File: src/rtl/bpw_pkg.sv
package bpw_pkg;
  // pulses entering the latch stage
  typedef struct packed {
    logic set;
    logic clr;
  } latch_req_t;

  function automatic int safe_width(input int n);
    return (n > 1) ? $clog2(n) : 1;
  endfunction
endpackage

File: src/rtl/bpw_timer.sv
module bpw_timer #(
  parameter int PRE  = 128,
  parameter int POST = 2,
  parameter int PW   = 8
) (
  input  logic          clk,
  input  logic          rst_n,
  input  logic [PW-1:0] period,
  output logic          pulse
);
  localparam int PREW  = bpw_pkg::safe_width(PRE);
  localparam int POSTW = bpw_pkg::safe_width(POST);

  logic          tick;
  logic          wrap;
  logic          emit;
  logic [PW-1:0] cnt;

  generate
    if (PRE == 1) begin : g_nopre
      assign tick = 1'b1;
    end else begin : g_pre
      logic [PREW-1:0] pre_cnt;
      always_ff @(posedge clk or negedge rst_n) begin
        if (!rst_n) pre_cnt <= '0;
        else if (pre_cnt == PREW'(PRE - 1)) pre_cnt <= '0;
        else pre_cnt <= pre_cnt + 1'b1;
      end
      assign tick = (pre_cnt == PREW'(PRE - 1));


      tick_spacing_chk: assert property (@(posedge clk) disable iff (!rst_n)
        tick |=> !tick);
    end
  endgenerate

  assign wrap = tick && (cnt == period);

  always_ff @(posedge clk or negedge rst_n) begin
    if (!rst_n) cnt <= '0;
    else if (wrap) cnt <= '0;
    else if (tick) cnt <= cnt + 1'b1;
  end

  generate
    if (POST == 1) begin : g_nopost
      assign emit = wrap;
    end else begin : g_post
      logic [POSTW-1:0] post_cnt;
      always_ff @(posedge clk or negedge rst_n) begin
        if (!rst_n) post_cnt <= '0;
        else if (wrap) post_cnt <= (post_cnt == POSTW'(POST - 1)) ? '0 : post_cnt + 1'b1;
      end
      assign emit = wrap && (post_cnt == POSTW'(POST - 1));


      post_restart_chk: assert property (@(posedge clk) disable iff (!rst_n)
        pulse |-> (post_cnt == '0));
    end
  endgenerate

  always_ff @(posedge clk or negedge rst_n) begin
    if (!rst_n) pulse <= 1'b0;
    else pulse <= emit;
  end


  pulse_wrap_chk: assert property (@(posedge clk) disable iff (!rst_n)
    pulse |-> (cnt == '0));
endmodule

File: src/rtl/bpw_srlatch.sv
module bpw_srlatch (
  input  logic                clk,
  input  logic                rst_n,
  input  bpw_pkg::latch_req_t req,
  output logic                q
);
  always_ff @(posedge clk or negedge rst_n) begin
    if (!rst_n) q <= 1'b0;
    else if (req.clr) q <= 1'b0;
    else if (req.set) q <= 1'b1;
  end


  latch_set_chk: assert property (@(posedge clk) disable iff (!rst_n)
    (req.set && !req.clr) |=> q);


  latch_clear_chk: assert property (@(posedge clk) disable iff (!rst_n)
    req.clr |=> !q);


  latch_hold_chk: assert property (@(posedge clk) disable iff (!rst_n)
    (!req.set && !req.clr) |=> $stable(q));
endmodule

File: src/rtl/beat_pwm_sweep.sv
module beat_pwm_sweep #(
  parameter int PRE  = 128,
  parameter int POST = 2,
  parameter int PW   = 8
) (
  input  logic          clk,
  input  logic          rst_n,
  input  logic [PW-1:0] set_period,
  input  logic [PW-1:0] clr_period,
  input  logic          invert,
  output logic          pwm_out
);
  bpw_pkg::latch_req_t req;
  logic                q;

  bpw_timer #(.PRE(PRE), .POST(POST), .PW(PW)) u_set_tmr (
    .clk(clk), .rst_n(rst_n), .period(set_period), .pulse(req.set)
  );

  bpw_timer #(.PRE(PRE), .POST(POST), .PW(PW)) u_clr_tmr (
    .clk(clk), .rst_n(rst_n), .period(clr_period), .pulse(req.clr)
  );

  bpw_srlatch u_latch (
    .clk(clk), .rst_n(rst_n), .req(req), .q(q)
  );

  assign pwm_out = q ^ invert;
endmodule

File: config.mk
export PLATFORM = sky130hd
export DESIGN_NAME = beat_pwm_sweep
export DESIGN_NICKNAME = d
export VERILOG_FILES = /design/src/rtl/bpw_pkg.sv /design/src/rtl/bpw_timer.sv /design/src/rtl/bpw_srlatch.sv /design/src/rtl/beat_pwm_sweep.sv
export SDC_FILE = /design/constraint.sdc
export NUM_CORES = 1
export LEC_CHECK = 0
export ABC_AREA = 1
export BUFFER_PORTS_ARGS = -buffer_cell sky130_fd_sc_hd__buf_2
export CAP_MARGIN = 10
export CORE_MARGIN = 2
export CORE_UTILIZATION = 41
export DETAILED_ROUTE_END_ITERATION = 12
export PLACE_DENSITY = 0.7
export SKIP_LAST_GASP = 1
export SYNTH_ARGS = -nofsm -noshare
export SYNTH_HDL_FRONTEND = slang
export SYNTH_SLANG_ARGS = --single-unit
File: constraint.sdc
create_clock -name clk -period 1.25 [get_ports clk]
set_input_delay 0.25 -clock clk [delete_from_list [all_inputs] [get_ports clk]]
set_output_delay 0.25 -clock clk [all_outputs]
set_load 0.03 [all_outputs]
# Word-level counts from Yosys, hierarchy flattened
# Cells that the tools add are included.
totals:
  out_inout_bits: 1
  ff_bits: 35
  inputBits: 19
op_classes:
  reduce_logical: 7
  n_mux: 10
  addsub: 6
  eq_ne: 4
  bitwise_logic: 1
op_table:
  columns: ["op", "n"]
  rows:
  - ["two-way mux 8 bit", 4]
  - ["adder 8 x 1 -> 8 bit (second input constant)", 2]
  - ["equality test 8 bit", 2]
  - ["adder 7 x 1 -> 7 bit (second input constant)", 2]
  - ["equality test 7 bit (second input constant)", 2]
  - ["two-way mux 7 bit", 2]
  - ["nonzero test 2 bit", 3]
  - ["logical AND 1 bit", 4]
  - ["two-way mux 1 bit", 4]
  - ["adder 1 bit (second input constant)", 2]
  - ["XOR 1 bit", 1]

# Longest topological paths before layout
logic_depth:
  ltp_word: 3
  ltp_mapped: 9

# Modules after synthesis
# Synthesis repeated with hierarchy kept, for this count alone.
hier_totals:
  cells_unflattened: 328
  area_unflattened_um2: 2553.7
modules_own_cells:
  columns: ["module", "n_inst", "cells_each", "area_each_um2"]
  rows:
  - ["bpw_timer", 2, 160, 1251.2]
  - ["bpw_srlatch", 1, 3, 32.5]
  - ["beat_pwm_sweep", 1, 5, 18.8]

# Worst setup path before layout
# Ideal clock, no wire load.
synth_path:
  path_kind: "register to register"
  from: "register u_set_tmr.g_pre.pre_cnt[0]"
  to: "register u_set_tmr.g_pre.pre_cnt[3]"
  setup_time_ns: 0.077
  setup_slack_ns: 0.012
  path_stages_with_launch: 8
  period_less_slack_ns: 1.238
  t_required_ns: 1.173
  arrival_time_ns: 1.161
  path_cell_list: "dfrtp_1 > ha_1 > nand3_2 > nor2_2 > nand3_1 > buf_2 > o21ai_1 > a21oi_1"
synth_via:
  elab_chain_cells: 2
synth_rtl:
  columns: ["item", "line", "source"]
  rows:
  - ["start: declaration", "bpw_timer.sv:23", "logic [PREW-1:0] pre_cnt;"]
  - ["start signal: assignment", "bpw_timer.sv:27", "else pre_cnt <= pre_cnt + 1'b1;"]
  - ["adder 7 x 1 -> 7 bit or equality test 7 bit (tied branches)", "bpw_timer.sv:27, bpw_timer.sv:26", null]
  - ["two-way mux 7 bit (*)", "bpw_timer.sv:26", "else if (pre_cnt == PREW'(PRE - 1)) pre_cnt <= '0;"]
# Mark *: on every way between the ends. The rest lies on a longest branch, timed or not.
# A chain may end at the register's enable or synchronous reset.

# Worst setup path in the final report
layout_path:
  from: "register u_set_tmr.g_pre.pre_cnt[1]"
  to: "register u_set_tmr.g_post.post_cnt"
layout_via:
  elab_chain_cells: 2
layout_rtl:
  columns: ["item", "line", "source"]
  rows:
  - ["equality test 7 bit", "bpw_timer.sv:29", "assign tick = (pre_cnt == PREW'(PRE - 1));"]
  - ["logical AND 1 bit", "bpw_timer.sv:37", "assign wrap = tick && (cnt == period);"]
  - ["end signal: assignment", "bpw_timer.sv:52", "else if (wrap) post_cnt <= (post_cnt == POSTW'(POST - 1)) ? '0 : post_cnt + 1'b1;"]
  - ["end: declaration", "bpw_timer.sv:49", "logic [POSTW-1:0] post_cnt;"]
# No other way between the ends.

==> flow_summary.ini <==
[run_status]
status = complete, but fails checks
violations = negative hold slack, negative setup slack

[grt]
overflow = 0
grt_max_degree = 36
first_global_vias = 1978
antenna_found_initial = 0
grt_first_pass_wirelength_um = 8090
grtUsageTotal_pct = 16.5

[timing]
hold-worst-slack_ns = -0.0111
timing.final.ws_setup_ns = -0.0847
rsz0062_at_grt = true
relSlewSlack_pct = 70.2
setup_tns_ns = -1.37
tightest_slew_ns = 0.447
setup_viol = 27
timing.fmax_ghz = 0.749
finalHoldViolations = 18
slew_viol_final = 0
post-route-period-util_pct = 107
finalClockSkew_ns = 0.0118
fin_crit_ns = 1.33

[cts]
numClockSinks = 35
cts_buffers = 5
insertion_delay_ns = 0.29
root_buffer = clkbuf_8
cts_tree = yes
clk_pin_slew_worst_paths_ns = 0.08
clockBufferDepth = 2
htree_levels = 2

[die]
die-width_um = 77.7
pin_count = 20
die_h_um = 77.7
dieArea_um2 = 6030
floorplan.initialDensity_pct = 43.0
rows = 26
fp.coreArea_um2 = 5170

[detailed_routing]
avgRoutedWirePerCell_um = 10.3
drc_errors = 0
routed_wl_um = 4750
num_vias = 2102
vias_per_cell = 4.56
firstDrtPassIters = 4
drt.antenna.violating_nets = 0
first_iter_violations = 51

[synth]
ys_seq_area_share_pct = 39.4
ys_warn_count = 0
yosys.cell_types.count = 20
synth.avg_cell_area_um2 = 6.70
syn_inst = 332
ys_seq_elements = 35
synth_top_area_share_pct = 39.4
synth_area_um2 = 2220
yosysTopAreaCell = dfrtp_1
syn_nets = 355
yosys-top-cells-area = dfrtp_1, nand2_1, inv_1

[cells_and_area]
area_growth_syn_to_layout_pct = 33.2
fin_area_um2 = 2960
drive_gt1_share_pct = 29.9
antenna_cells = 0
nets = 413

[setup_path]
critPathLaunchType = register
worstSetupPathType = register to register
worstPathArrival_ns = 1.52
r2r_slack_ns = -0.08
critPathCaptureType = register
r2r_start = u_set_tmr.g_pre.pre_cnt[1]
reg2regPathDepth = 8
worst-path-max-fanout = 6
r2r-end = u_set_tmr.g_post.post_cnt
required_ns = 1.44

[pwr]
power_frac_clock_pct = 41.1
p_leak_nw = 1.72
p_per_area_nw_per_um2 = 738
p_comb_share_pct = 7.1
ir_drop_mv = 0.624
power_frac_seq_pct = 51.8
switching_power_mw = 0.495
p_int_mw = 1.69
p_sw_share_pct = 22.6

[placement]
gp_congestion = 0.822
port-buffer-count = 19
placed_area_um2 = 2600
place_hpwl_um = 3330

[flow_run]
drv_cap = 0

[worst_hold_path]
min_path_type = input pin to asynchronous set/reset pin
[cell families after synthesis]
family,count (synthesis),synth area share (%)
adders and majority gates,4,2.25
AOI/OAI and AO/OA,10,2.25
and+or+nand+nor,201,37.5
xor gates and xnor gates,16,6.30
buffers and inverters,66,12.3
DFF,35,39.4
[state kept, by name (all words and copies together) (netlist names)]
| register | cells |
|---|---|
| u_clr_tmr.cnt | 8 |
| u_clr_tmr.g_post.post_cnt | 1 |
| u_clr_tmr.g_pre.pre_cnt | 7 |
| u_clr_tmr.pulse | 1 |
| u_latch.q | 1 |
| u_set_tmr.cnt | 8 |
| u_set_tmr.g_post.post_cnt | 1 |
| u_set_tmr.g_pre.pre_cnt | 7 |
| u_set_tmr.pulse | 1 |
[cell type report]
cell class | count | area, µm²
flip-flops and latches | 35 | 882
inverters | 59 | 229
repair buffers | 58 | 423
multi-input cells | 231 | 1240
clock buffers | 8 | 100
fillers | 475 | 2210
well taps | 70 | 87.6
[power by group through the flow]
stage               clock, mW  combinational [mW]  sequential, mW
global route            0.970               0.183            1.13
global placement            0               0.144            1.15
CTS                     0.912               0.151            1.13
finish                  0.900               0.156            1.13
floorplan                   0              0.0709            1.15
detailed placement          0               0.148            1.15
[routing by layer]
layer | wire length [µm] | vias to the layer above | global-route usage [%]
li1 | - | 1101 | -
met1 | 2070 | 964 | 19.1
met2 | 2440 | 27 | 30.3
met3 | 144 | 10 | 3.49
met4 | 88 | 0 | 4.64
met5 | 0 | - | 0
[timing repair]
action	4_1_cts	5_1_grt
endpoints found under the setup margin	28	30
setup buffers	5	5
gates resized for setup	19	29
hold buffers	0	0
pin swaps	9	19
[how the worst max path moves through the flow]
| stage | from | to | slack [ns] |
|---|---|---|---|
| 2_1_floorplan | u_set_tmr.g_pre.pre_cnt[0] | u_set_tmr.g_pre.pre_cnt[3] | 0.01 |
| 3_3_place_gp | u_set_tmr.cnt[1] | u_set_tmr.cnt[6] | -0.02 |
| 3_5_place_dp | u_clr_tmr.g_pre.pre_cnt[0] | u_clr_tmr.g_post.post_cnt | -0.07 |
| 4_1_cts | u_set_tmr.g_pre.pre_cnt[0] | u_set_tmr.cnt[0] | -0.04 |
| 5_1_grt | u_set_tmr.g_pre.pre_cnt[1] | u_set_tmr.cnt[0] | -0.18 |
| 6_report | u_set_tmr.g_pre.pre_cnt[1] | u_set_tmr.g_post.post_cnt | -0.08 |
[synthesized netlist by cell type]
master	count
xor2_1	12
xnor2_1	4
nand3_1	32
a21oi_1	7
nor2_1	32
nor2_2	7
or2_1	2
buf_4	2
nand3_2	2
buf_6	2
nand2_1	124
clkinv_1	5
inv_1	43
inv_2	11
ha_1	4
o21ai_0	1
buf_2	3
dfrtp_1	35
nand2_2	2
o21ai_1	2
[through the flow]
step | total power [mW] | cells | setup WS, ns | utilization [%]
2_1_floorplan | 1.22 | 332 | 0.0120 | -
3_3_place_gp | 1.30 | 443 | -0.0246 | 50.2
3_5_place_dp | 1.30 | 443 | -0.0746 | 50.2
4_1_cts | 2.20 | 456 | -0.0361 | 54.1
5_1_grt | 2.28 | 461 | -0.181 | 57.3
6_report | 2.19 | 461 | -0.0847 | 57.3
[cells in the final DEF (no fill, tap or decap), types with 4 or more instances in the layout]
cell      instances
buf_4            36
inv_1            42
xor2_1           12
dfrtp_2           5
nor2_1           28
nand3_1          18
nor2_4            5
nor2_2            6
xnor2_1           4
nand3_4           5
ha_2              4
nand2_1         122
nand3_2          11
a21oi_1           7
dfrtp_1          30
clkinv_1          5
buf_2            18
inv_2            10
clkbuf_8          7
[worst max-delay path, cell delays in order (launching register included)]
cell     delay [ns]
dfrtp_1        0.35
ha_2           0.21
nand3_4        0.09
nor2_4         0.15
nand3_4        0.11
inv_6          0.10
nand3_2        0.09
nand2_1        0.09
nand2_1        0.05
Power figures use the tool's default switching activity.
